File: config.mk
export PLATFORM = sky130hd
export DESIGN_NAME = dco_loop_tuner
export DESIGN_NICKNAME = d
export VERILOG_FILES = /design/src/rtl/dco_loop_tuner.sv
export SDC_FILE = /design/constraint.sdc
export NUM_CORES = 1
export LEC_CHECK = 0
export ABC_CLOCK_PERIOD_IN_PS = 10320
export BUFFER_PORTS_ARGS = -buffer_cell sky130_fd_sc_hd__buf_4
export CORE_ASPECT_RATIO = 1.1
export CORE_MARGIN = 2
export CORE_UTILIZATION = 40
export DETAILED_ROUTE_END_ITERATION = 6
export PLACE_DENSITY_LB_ADDON = 0.15
export SLEW_MARGIN = 10
export SYNTH_ARGS = -nofsm -noshare
export SYNTH_HDL_FRONTEND = slang
export SYNTH_SLANG_ARGS = --single-unit
File: constraint.sdc
create_clock -name clk -period 10.32 [get_ports clk]
set_clock_uncertainty 0.15 [all_clocks]
set_input_delay 2.064 -clock clk [delete_from_list [all_inputs] [get_ports clk]]
set_output_delay 2.064 -clock clk [all_outputs]
set_load 0.05 [all_outputs]
File: src/rtl/dco_loop_tuner.sv
module dco_loop_tuner #(
  parameter int CW   = 4,
  parameter int FW   = 4,
  parameter int CNTW = 8,
  parameter int FRW  = 16
) (
  input  logic            clk,
  input  logic            rst_n,
  input  logic            en,
  input  logic            mode,
  input  logic            code_wr,
  input  logic [CW-1:0]   coarse_wdata,
  input  logic [FW-1:0]   fine_wdata,
  input  logic [CW-1:0]   coarse_max_step,
  input  logic [FW-1:0]   fine_max_step,
  input  logic [CNTW-1:0] mul_int,
  input  logic [FRW-1:0]  mul_frac,
  input  logic            sync_req,
  input  logic            meas_valid,
  input  logic [CNTW-1:0] meas_count,
  output logic [CW-1:0]   coarse_code,
  output logic [FW-1:0]   fine_code,
  output logic            ready,
  output logic [CW-1:0]   rd_coarse,
  output logic [FW-1:0]   rd_fine,
  output logic            coarse_lock,
  output logic            fine_lock
);
  localparam int EW = CNTW + 2;
  localparam int SW = (EW > CW) ? ((EW > FW) ? EW : FW) : ((CW > FW) ? CW : FW);

  logic [CW-1:0]  coarse_q;
  logic [FW-1:0]  fine_q;
  logic [FRW-1:0] frac_acc;
  logic           have_prev, prev_neg, sync_pend;

  wire            active = en && mode;
  wire [FRW:0]    frac_sum = {1'b0, frac_acc} + {1'b0, mul_frac};
  wire [EW-1:0]   target = {2'b00, mul_int} + {{(EW-1){1'b0}}, frac_sum[FRW]};
  wire [EW-1:0]   err = target - {2'b00, meas_count};
  wire            err_neg = err[EW-1];
  wire            err_zero = (err == '0);
  wire [EW-1:0]   mag = err_neg ? (~err + 1'b1) : err;
  wire            in_band = (mag <= EW'(1));

  wire [CW-1:0]   c_step = (SW'(mag) > SW'(coarse_max_step)) ? coarse_max_step : mag[CW-1:0];
  wire [FW-1:0]   f_step = (SW'(mag) > SW'(fine_max_step)) ? fine_max_step : mag[FW-1:0];

  wire [CW:0]     c_sum = {1'b0, coarse_q} + {1'b0, c_step};
  wire [FW:0]     f_sum = {1'b0, fine_q} + {1'b0, f_step};
  wire [CW-1:0]   c_up = c_sum[CW] ? '1 : c_sum[CW-1:0];
  wire [FW-1:0]   f_up = f_sum[FW] ? '1 : f_sum[FW-1:0];
  wire [CW-1:0]   c_dn = (c_step > coarse_q) ? '0 : coarse_q - c_step;
  wire [FW-1:0]   f_dn = (f_step > fine_q) ? '0 : fine_q - f_step;
  wire            sign_flip = have_prev && (prev_neg != err_neg);

  assign coarse_code = coarse_q;
  assign fine_code   = fine_q;

  always_ff @(posedge clk or negedge rst_n) begin
    if (!rst_n) begin
      coarse_q    <= '0;
      fine_q      <= '0;
      frac_acc    <= '0;
      have_prev   <= 1'b0;
      prev_neg    <= 1'b0;
      coarse_lock <= 1'b0;
      fine_lock   <= 1'b0;
    end else if (!active) begin
      frac_acc    <= '0;
      have_prev   <= 1'b0;
      coarse_lock <= 1'b0;
      fine_lock   <= 1'b0;
      if (code_wr && !mode) begin
        coarse_q <= coarse_wdata;
        fine_q   <= fine_wdata;
      end
    end else if (meas_valid) begin
      frac_acc <= frac_sum[FRW-1:0];
      if (!coarse_lock) begin
        have_prev <= 1'b1;
        prev_neg  <= err_neg;
        if (err_zero || sign_flip)
          coarse_lock <= 1'b1;
        else
          coarse_q <= err_neg ? c_dn : c_up;
      end else if (in_band) begin
        fine_lock <= 1'b1;
      end else begin
        fine_lock <= 1'b0;
        fine_q    <= err_neg ? f_dn : f_up;
      end
    end
  end

  always_ff @(posedge clk or negedge rst_n) begin
    if (!rst_n) begin
      ready     <= 1'b0;
      sync_pend <= 1'b0;
      rd_coarse <= '0;
      rd_fine   <= '0;
    end else if (!en) begin
      ready     <= 1'b0;
      sync_pend <= 1'b0;
    end else if (sync_req) begin
      ready     <= 1'b0;
      sync_pend <= 1'b1;
      rd_coarse <= coarse_q;
      rd_fine   <= fine_q;
    end else if (sync_pend) begin
      ready     <= 1'b1;
      sync_pend <= 1'b0;
    end
  end
endmodule

# Yosys cells after proc, flatten, opt, wreduce, memory -nomap -nowiden
# Cells that the tools add are included.
# W data, S select, Z words.
op_classes:
  mux: 37
  bitwise: 2
  n_lt_le_gt_ge: 5
  n_eq_ne: 7
  n_addsub: 8
  n_reduce_logical: 13
op_table:
  columns: ["cell", "n"]
  rows:
  - ["$mux W4", 18]
  - ["$mux W16", 2]
  - ["$gt A10 B4 Y1", 2]
  - ["$add A16 B16 Y17", 1]
  - ["$mux W1", 16]
  - ["$add A10 B1 Y10 const B", 1]
  - ["$add A4 B4 Y5", 2]
  - ["$le A10 B1 Y1 const B", 1]
  - ["$logic_not A10 Y1", 1]
  - ["$mux W10", 1]
  - ["$ne A2 B2 Y1 const B", 5]
  - ["$not A10 Y10", 1]
  - ["$sub A9 B8 Y10", 1]
  - ["$add A8 B1 Y9", 1]
  - ["$gt A4 B4 Y1", 2]
  - ["$reduce_and A4 Y1", 2]
  - ["$sub A4 B4 Y4", 2]
  - ["$reduce_and A2 Y1", 3]
  - ["$logic_and A1 B1 Y1", 3]
  - ["$ne A3 B1 Y1 const B", 1]
  - ["$reduce_and A3 Y1", 1]
  - ["$reduce_bool A2 Y1", 1]
  - ["$logic_not A1 Y1", 1]
  - ["$logic_or A1 B1 Y1", 1]
  - ["other kinds (2)", 2]
word_totals:
  regBits: 38
  input_bits: 55
  elab_cells: 83
  out_inout_bits: 19

# Logic depth before layout (Yosys ltp)
# Gate-level depths: netlist of the first run.
depth:
  ltp_word: 15
  depth_mapped: 37
  depth_no_buf: 37

# Worst setup path before layout of the first run
# OpenSTA, ideal clock, no wires.
synth_path:
  path_type: "in2reg"
  start: "in mul_frac[0]"
  end: "reg fine_q[3] (netlist: fine_code[3])"
  arrival_ps: 8652
  required_ps: 10042
  setup_ps: 128
  stages: 35
  slack_ps: 1390
  path_buffers: 0
  path_cell_list: "ha_1 > inv_1 > fa_1 > nor2b_1 > o21a_1 > o21ai_0 > a221oi_1 > o31a_1 > o211ai_1 > a21oi_1 > nor2_1 > ha_1 > inv_1 > ha_1 > a211o_1 > and3_4 > o21ai_1 > nand2_1 > o21ai_0 > ha_1 > nor2b_1 > o21ai_0 > nand2b_1 > a21oi_1 > a41oi_1 > nor3_4 > mux2_1 > ha_1 > fa_1 > a21o_1 > a21o_1 > o311a_1 > o22ai_1 > o21ai_0 > mux2_1"
synth_via:
  elab_chain_cells: 15
  word_cells_on_any_way: 21
  classes_between: "add/sub (6); order compare (3); eq/ne (1); mux (9); bitwise (1); reduce/logical (1)"
synth_lines:
  columns: ["item", "line", "text"]
  rows:
  - ["start, declared", "17", "input logic [FRW-1:0] mul_frac,"]
  - ["$add A16 B16 Y17 *", "38", "wire [FRW:0] frac_sum = {1'b0, frac_acc} + {1'b0, mul_frac};"]
  - ["$add A8 B1 Y9 *", "39", "wire [EW-1:0] target = {2'b00, mul_int} + {{(EW-1){1'b0}}, frac_sum[FRW]};"]
  - ["$sub A9 B8 Y10 *", "40", "wire [EW-1:0] err = target - {2'b00, meas_count};"]
  - ["$not A10 Y10", "43", "wire [EW-1:0] mag = err_neg ? (~err + 1'b1) : err;"]
  - ["$add A10 B1 Y10", "43", null]
  - ["$mux W10", "43", null]
  - ["$gt A10 B4 Y1", "47", "wire [FW-1:0] f_step = (SW'(mag) > SW'(fine_max_step)) ? fine_max_step : mag[FW-1:0];"]
  - ["$mux W4", "47", null]
  - ["$add A4 B4 Y5 (tied with other cells)", "50", "wire [FW:0] f_sum = {1'b0, fine_q} + {1'b0, f_step};"]
  - ["$mux W4, on equally long branches", "52, 54", null]
  - ["$mux W4", "91", "fine_q <= err_neg ? f_dn : f_up;"]
  - ["$mux W4", "87", "end else if (in_band) begin"]
  - ["$mux W4", "80", "if (!coarse_lock) begin"]
  - ["$mux W4", "78", "end else if (meas_valid) begin"]
  - ["$mux W4", "69", "end else if (!active) begin"]
  - ["end signal, assigned", "76", "fine_q <= fine_wdata;"]
  - ["end signal, assigned", "91", null]
  - ["end, declared", "33", "logic [FW-1:0] fine_q;"]
# Mark *: on every way between the ends. The rest lies on a longest branch, timed or not. The select of a mux whose other input is x is not followed.
# A chain may end at the register's enable or synchronous reset.

# Final worst setup path of the first run
layout_path:
  start: "in mul_frac[0]"
  end: "reg coarse_q[3] (netlist: coarse_code[3])"
layout_via:
  elab_chain_cells: 15
  word_cells_on_any_way: 24
  classes_between: "add/sub (6); order compare (2); eq/ne (2); mux (9); bitwise (1); reduce/logical (4)"
layout_lines:
  columns: ["item", "line", "text"]
  rows:
  - ["$add A16 B16 Y17 *", "38", null]
  - ["$add A8 B1 Y9 *", "39", null]
  - ["$sub A9 B8 Y10 *", "40", null]
  - ["$not A10 Y10", "43", null]
  - ["$add A10 B1 Y10", "43", null]
  - ["$mux W10", "43", null]
  - ["$gt A10 B4 Y1", "46", "wire [CW-1:0] c_step = (SW'(mag) > SW'(coarse_max_step)) ? coarse_max_step : mag[CW-1:0];"]
  - ["$mux W4", "46", null]
  - ["$add A4 B4 Y5 (tied with other cells)", "49", "wire [CW:0] c_sum = {1'b0, coarse_q} + {1'b0, c_step};"]
  - ["$mux W4, on equally long branches", "51, 53", null]
  - ["$mux W4", "86", "coarse_q <= err_neg ? c_dn : c_up;"]
  - ["$mux W4", "83", "if (err_zero || sign_flip)"]
  - ["$mux W4", "80", null]
  - ["$mux W4", "78", null]
  - ["$mux W4", "69", null]
  - ["end signal, assigned", "75", "coarse_q <= coarse_wdata;"]
  - ["end signal, assigned", "86", null]
  - ["end, declared", "32", "logic [CW-1:0] coarse_q;"]
# Marks and branches as above.

==> results of run 1 <==
-- report_power, final --
group | switching (mW) | internal (mW) | leakage [nW]
clock | 0.0581 | 0.114 | 0.0781
combinational | 0.252 | 0.169 | 1.88
sequential | 0.0237 | 0.171 | 0.489
total | 0.334 | 0.454 | 2.45
-- cell type report --
| class | count | share of cell area [%] |
|---|---|---|
| tap | 143 | 3.553 |
| sequential | 38 | 18.88 |
| multi-input combinational | 381 | 60.40 |
| clock buffer | 7 | 2.634 |
| timing repair buffer | 75 | 11.18 |
| inverter | 37 | 2.758 |
| clock inverter | 1 | 0.5963 |
-- cell usage in the layout, fill, tap and decap left out, types with 4 or more instances in the layout --
cell,n
mux2_2,10
o211ai_1,7
o21a_1,6
nand4_1,5
ha_1,57
mux2i_1,16
o21bai_1,6
inv_1,36
a21o_1,10
or3_1,7
a21oi_1,29
fa_1,7
buf_4,75
dfrtp_1,38
a211oi_1,5
a31oi_1,7
nor2_1,29
nand3_1,11
nor3_1,7
nand2_1,29
nor2b_1,10
mux2_1,12
xnor2_1,9
o21ai_0,22
nand2b_1,10
clkbuf_16,5
and3_1,4
nor3b_1,9
-- cell families (layout without fill, tap and decap cells) --
kind of cell    count (synthesis)  in the layout
mux                            39             39
xor+xnor                       12             12
compound gates                127            127
simple gates                  139            139
fa+ha+maj                      64             64
flops                          38             38
buf+inv                        50            120
-- layer usage --
layer  vias to the layer above  track usage, %
met4                         0           5.135
met5                         -               0
met2                        71           29.12
li1                       1852               -
met3                        12           2.900
met1                      1686           23.64
-- state kept, by name, summed over array words and instances, names as in the netlist --
| name | flops |
|---|---|
| have_prev | 1 |
| fine_code | 4 |
| coarse_code | 4 |
| sync_pend | 1 |
| ready | 1 |
| rd_coarse | 4 |
| coarse_lock | 1 |
| rd_fine | 4 |
| fine_lock | 1 |
| frac_acc | 16 |
| prev_neg | 1 |
-- worst max path at each step --
stage,from,to
after floorplan,mul_frac[0],fine_code[3]
after global placement,mul_frac[0],coarse_code[3]
after detailed placement,mul_frac[0],coarse_code[3]
after CTS,mul_frac[0],coarse_code[3]
after global routing,mul_frac[0],coarse_code[3]
final,mul_frac[0],coarse_code[3]
-- stage by stage --
step	hold slack, ns	util [%]
after floorplan	0.3169	-
after global placement	0.3188	47.32
after detailed placement	0.3302	47.32
after CTS	0.3517	48.90
after global routing	0.3749	48.91
final	0.3489	48.91
-- tightest hold or removal path: cells and delay by family (launching register included) --
| kind | cells | cell delay [ns] |
|---|---|---|
| and+or+nand+nor | 1 | 0.05 |
| DFF | 1 | 0.35 |
| AOI/OAI and AO/OA | 1 | 0.06 |
-- what timing repair did --
action | 4_1_cts | 5_1_grt
endpoints found under the hold margin | 0 | 0
setup endpoints to repair | 0 | 1
resized for setup | 0 | 1
==> results.md, run 1 <==
- The run finished with clean final reports.
- The number of global-route vias before repair is roughly 3600.
- The width of the die is 101.5 um.
- The worst reg-to-reg setup slack is around 2.2 ns.
- In the synthesized netlist the async set-or-reset flop fraction comes to 100.0%.
- Data arrives at the worst endpoint at slightly below 10 ns.
- The number of levels the H-tree was split into is 2.
- The portion of the clock cycle consumed by the worst path in the final layout is roughly 93%.
- The number of sinks handled by clock tree synthesis is 38.
- The depth of the worst hold-timing path is 2.
- The die covers around 0.011 mm2.
- The maximum number of pins on one net before global-route repair is 39.
- The post-detailed-placement half-perimeter wirelength is 7725 um.
- The routed length on met1 is between 4000 and 5000 um.
- In the synthesized netlist the dominant register cell turns out to be dfrtp_1.
- The wire length after detailed routing is between 9000 and 10000 um.
- 0 antenna diodes ended up in the layout.
- The dominant combinational cell family by area after synthesis is compound AO/OA/AOI/OAI gates.
- The number of distinct library cells after synthesis is 70.
- The post-synthesis net count is 588.
- The endpoint of the worst hold path is rd_coarse[0].
- In this run the top signal layer used is met4.
- The post-synthesis cell count is about 470.
- After synthesis, the most frequently instantiated cells are 57 x ha_1, 38 x dfrtp_1, 36 x inv_1.
- Summing the areas of all xor and xnor instances in the mapped netlist gives between 2 and 3% of the synthesized area.
- On the critical path the largest part of the delay comes from compound AO/OA/AOI/OAI gates.
- In the synthesized netlist, mux cells make up between 10% and 20% of the area.
- The most instantiated library cell after synthesis is ha_1.
- After detailed routing, the average wire length per cell comes to 14.19 um.
- The global-route wire length before repair is about 16000 um.
- The final-report hold violation count is 0.
- Post-CTS timing repair inserted 0 buffers for setup.
- The start point of the worst min-delay path is rd_coarse[0].
- After synthesis, the mean cell area works out to just under 9 um2.
- For this design, the slowest cell found on the critical path is o21ai_0.
- Routability-driven placement finished with a final weighted congestion of roughly 0.85.
- The achievable frequency is 104.1 MHz.
- The first-pass iteration count of the detailed router is 4.
- CTS placed an instance of clkbuf_16 at the clock tree root.
- Detailed routing inserted a total of roughly 3600 vias.
- In this run the deepest clock path goes through 2 buffers.
- For this run, the total global-route usage over all layers was measured as between 10% and 20%.
- The number of placed instances, taps included is between 600 and 700.
- The y dimension of the die is 111.3 um.
- The min-delay analysis places its worst path in the category register to register.
- The total area of sequential cells is about 950 um2.
- The amount of wire on met2 after detailed routing is roughly 4600 um.
- Prior to clock tree synthesis, the placed netlist has a worst setup slack of between 0.3 and 0.4 ns.
- The reg-to-reg endpoint is coarse_code[3].
- The initialized floorplan defines 39 standard-cell rows.
- The I/O pin count is between 70 and 80.
- The net count of the finished layout is ~660.
- The total overflow left after global routing is 0.
- The fraction of the mapped netlist area in adder cells is between 20% and 30%.
- The clock tree from TritonCTS is done.
- The number of inserted filler cells in the final layout is ~970.
- The CTS clock-pin slew for the worst setup and hold paths is about 0.050 ns.
- The DRC violations left is 0.
- The number of storage elements in the synthesis netlist is 38.
- The worst-case IR drop observed on VDD is approximately 0.12 mV.
- The starting density of the core is 40.66%.
- Summing all multi-input logic gate instances after layout gives just over 0.003 mm2.
- The number of buffer and inverter instances along the worst setup path is 4.
- The max-capacitance violation count is 0.
- After layout, the worst setup slack is ~0.7 ns.
- The required time at the worst-slack endpoint is 10.33 ns.
- Counting flops with a built-in enable in the synthesized netlist gives 0.
- The cell depth of the worst setup path is 37.
- For this design, the CTS-stage hold fixing added 0 buffers.
- The transition time at the pin with the least slew margin is 0.8412 ns.
- The element type at the critical path end is a register.
- At the later pin of the worst-skew pair, clock insertion delay measures between 0.2 and 0.3 ns.
- The startpoint identified for the worst register-to-register timing path is frac_acc[0].
- Summed over its instances, the top area cell type makes up a little under a quarter of the synthesized netlist area.
- STA classifies the critical path startpoint as a primary input.
- The fraction of layout instances using a drive strength above 1 is 20.22%.
- The synthesized netlist devotes about 22% of its cell area to compound gates.
- Setup violations remaining at the end of the flow were counted as 0.
- The relative slew slack is approximately 44%.
- In the routed layout, each cell is associated on average with a via count of 5.309.
- On the worst path, the slowest cell contributes a delay of 0.40 ns.
- The count of nets left with antenna violations once routing finished came out at 0.
- The biggest area contributor in the post-synthesis netlist is dfrtp_1.
- For this design the static power due to leakage is between 2 and 2.5 nW.
- Power comes to 0.7881 mW.
- Summing the areas of all and, or, nand and nor instances in the mapped netlist gives between 10% and 20% of the synthesized area.
- The depth of the most critical reg-to-reg path is 36.
- After the first detailed-routing iteration, the DRC count stood at between 100 and 150.
- The initial antenna violation count is 0.
- The critical-path maximum fanout is 13.
- The share of synthesized area occupied by flip-flops and latches is 22.71%.
- After the flow finishes, the layout carries non-filler instances totaling between 600 and 700.
- The final sum of negative setup slack is 0 ns.
- The synthesis warning total is 0.
- The cell area after placement is about 0.0049 mm2.
- The finished cells cover about 0.0050 mm2.
- Counting stages on the worst path, the most repeated cell is ha_1.
- Buffers inserted during clock tree synthesis total 5.
- The cell area after synthesis is around 0.0042 mm2.
- The layout overhead on the synthesized area is 20.29%.
- The final max-slew violation count is 0.
- Port buffering added 73 buffers.
- The area of the core is slightly above 0.01 mm2.
- The power density over the cells is 156.5 mW/mm2.
- Setup repair after global routing left no endpoint under its margin.
- After synthesis, the cell types taking the most area are dfrtp_1 23%, ha_1 17%, mux2i_1 3.8%.
- The setup path with the least slack is of type primary input to register.
- The clock period minus worst slack is 9.610 ns.
- Summed over all nets, wire length on met3 after detailed routing comes to 388 um.
Note: power is estimated with default switching activity, not from simulation.
==> inputs of run 2 (changes only) <==
- ABC_CLOCK_PERIOD_IN_PS: 10320 -> 11600
- CTS_CLUSTER_DIAMETER: not set -> 50
- SLEW_MARGIN: 10 -> 0
- clock period: 10.32 -> 11.6 ns (I/O delays scaled with it)
==> run 2 against run 1 <==
Compared with the run above: final cell count fell by 0.15%; sequential cell count unchanged; setup slack better by 0.95 ns; sequential share of layout area up 0.075 points; hold slack improved by 0.0029 ns; via count fell by 0.77%; cell area fell by 0.40%; sequential power shrank 11%; critical endpoint is now fine_code[3]; highest routed layer unchanged.
==> results.md, run 2 (synthesis gave the netlist of run 1 again) <==
- The worst reg-to-reg setup slack is 3.44 ns (+1.22 ns).
- The maximum number of pins on one net before global-route repair is 39 (unchanged).
- The relative slew slack is 47.07% (+3.2 points).
- In the layout the commonest cells are 74 x buf_4, 57 x ha_1, 38 x dfrtp_1.
- The worst stage delay on the critical path is 0.59 ns (+0.19 ns).
- The static power due to leakage is 2.440 nW (-0.47%).
- The first-pass iteration count of the detailed router was 4 (unchanged).
- The fraction of layout instances using a drive strength above 1 is 20.26% (+0.038 points).
- The worst hold path belongs to the class register to register.
- The quantity of gates resized following cts is 0 (unchanged).
- The final sum of negative setup slack is 0 ns (unchanged).
- The placement row count is 39 (unchanged).
- The class of the most critical setup path is primary input to register.
- The layout net count came to 656 (-0.15%).
- The critical-path maximum fanout was 20 (+7).
- The width of the die is 101.5 um (unchanged).
- The net switching fraction of the power came to 43.49% (+1.1 points).
- The total of endpoints with negative setup slack in the final report is 0 (unchanged).
- The slowest library cell on the worst path is o21a_1.
- The clock period minus worst slack is about 9.9 ns.
- The transition time at the pin with the least slew margin is 0.7935 ns (-0.04771 ns).
- The die area is 0.01130 mm2 (unchanged).
- The number of global-route vias before repair is 3593 (+0.48%).
- The CTS clock-pin slew for the worst setup and hold paths is 0.06 ns (about the same).
- The net switching power was 0.2978 mW (-11%).
- The final-report hold violation count is 0 (unchanged).
- The remaining global-route overflow came to 0 (unchanged).
- The number of levels the H-tree was split into is 2 (unchanged).
- The initial antenna violation count came to 0 (unchanged).
- The arrival time of the worst setup path is 9.95 ns (+0.33 ns).
- The worst-case clock buffer depth is 2 (unchanged).
- The global-route wire length before repair is 16560 um (+1.2%).
- The power share of the clock group is 20.1% (-1.8 points).
- The part of the power in combinational logic was 54.7% (+1.2 points).
- The number of post-CTS setup repair buffers was 0 (unchanged).
- Setup repair after global routing left no endpoint under its margin.
- The DRC violations left is 0 (unchanged).
- STA classifies the critical path endpoint as a register.
- The detailed-route vias per instance is 5.276 (-0.63%).
- The worst IR drop on VDD came to 0.08943 mV (-28%).
- The category of the worst setup path launch point is a primary input.
- After layout, the worst path uses between 80 and 90% of the clock period.
- The cell sitting at the root of the clock tree is a clkbuf_16.
- The number of sinks handled by clock tree synthesis is 38 (unchanged).
- The y dimension of the die was 111.3 um (unchanged).
- The I/O pin count is 74 (unchanged).
- The antenna diode count was 0 (unchanged).
- The number of flip-flops under the largest register name was 16 (unchanged).
- The area of the core is 0.01030 mm2 (unchanged).
- The tightest hold margin is 0.3518 ns (+0.002872 ns).
- The register with the highest flop count is frac_acc.
- The final max-slew violation count is 0 (unchanged).
- The mean routed wirelength per cell is 14.22 um (+0.18%).
- The cell internal power dissipation was 0.3868 mW (-15%).
- The dominant cell type by count on the critical path is ha_1.
- The required time at the worst-slack endpoint was 11.61 ns (+1.28 ns).
- The run finished with clean final reports.
- Static timing analysis puts the maximum clock frequency at about 100 MHz.
- The post-layout total power is 0.6846 mW (-13%).
- The wire length after detailed routing was 9682 um (about the same).
- The global placer's final weighted congestion was 0.8278 (-2.5%).
- The quantity of hold-fixing buffers added after cts came to 0 (unchanged).
- The relative contribution of sequential cells to total power was 25.2% (+0.5 points).
- The post-route antenna net violation count is 0 (unchanged).
- The power density over the cells is 136.5 mW/mm2 (-13%).
- The first-iteration detailed-routing DRC count came to 181 (+22%).
- The library cell used most frequently in the layout, excluding fill and tap cells, is buf_4.
- The via count is 3593 (-0.77%).
- The clock network latency to the later pin of the worst-skew pair was 0.28 ns (about the same).
- The layout overhead on the synthesized area is 19.81%.
- The number of I/O port buffers is 73 (unchanged).
- The clock tree from TritonCTS is done.
- The max-capacitance violation count is 0 (unchanged).
- The post-detailed-placement half-perimeter wirelength is 7710 um (-0.20%).
- The starting density of the core was 40.66% (unchanged).
- The aggregate global-route resource usage is 17.80% (+0.11 points).
- The clock buffer count from CTS is 5 (unchanged).
-- run 2: power by group through the flow --
stage,combinational (mW),sequential [mW],clock (mW)
floorplan,0.221,0.225,0
global placement,0.368,0.174,0
detailed placement,0.373,0.175,0
CTS,0.376,0.173,0.143
global route,0.414,0.176,0.149
finish,0.374,0.172,0.138
-- run 2: metrics by stage --
step                area (um2)  setup slack [ns]  cells  util [%]
floorplan                 4187             2.414    469         -
global placement          4865             1.607    673     47.25
detailed placement        4865             1.359    673     47.25
CTS                       5016             1.659    681     48.72
global route              5016            0.9974    681     48.72
finish                    5016             1.661    681     48.72
-- run 2: worst max-delay path: cells and delay by family --
| family | cells | cell delay [ns] |
|---|---|---|
| muxes | 2 | 0.70 |
| adders and majority gates | 7 | 1.86 |
| xor gates and xnor gates | 1 | 0.45 |
| and+or+nand+nor | 6 | 0.95 |
| buffers and inverters | 3 | 0.24 |
| AOI/OAI and AO/OA | 16 | 3.42 |
-- run 2: path summary, 6_finish.rpt --
check,start,to,cells past startpoint
worst max-delay path,mul_frac[0],fine_code[3],35
worst min-delay path,rd_coarse[0],rd_coarse[0],2
worst max register to register,frac_acc[0],fine_code[3],34
worst min register to register,rd_coarse[0],rd_coarse[0],2
max in group asynchronous,rst_n,rd_fine[1],1
min in group asynchronous,rst_n,frac_acc[13],1
-- run 2: final cells by class --
type / count / area [um2]
Clock inverter: 2 / 12.51
Sequential cell: 38 / 950.9
Fill cell: 988 / 5280
Timing Repair Buffer: 74 / 555.5
Tap cell: 143 / 178.9
Inverter: 37 / 138.9
Clock buffer: 6 / 138.9
Multi-Input combinational cell: 381 / 3040
-- run 2: metal layers --
layer  GRT usage (%)  up-vias  part of all wire [%]
met5               0        -                     0
met4           4.865        0                   1.0
met3           2.081        9                   3.2
met2           29.30       61                    47
met1           24.45     1674                    48
li1                -     1849                     -
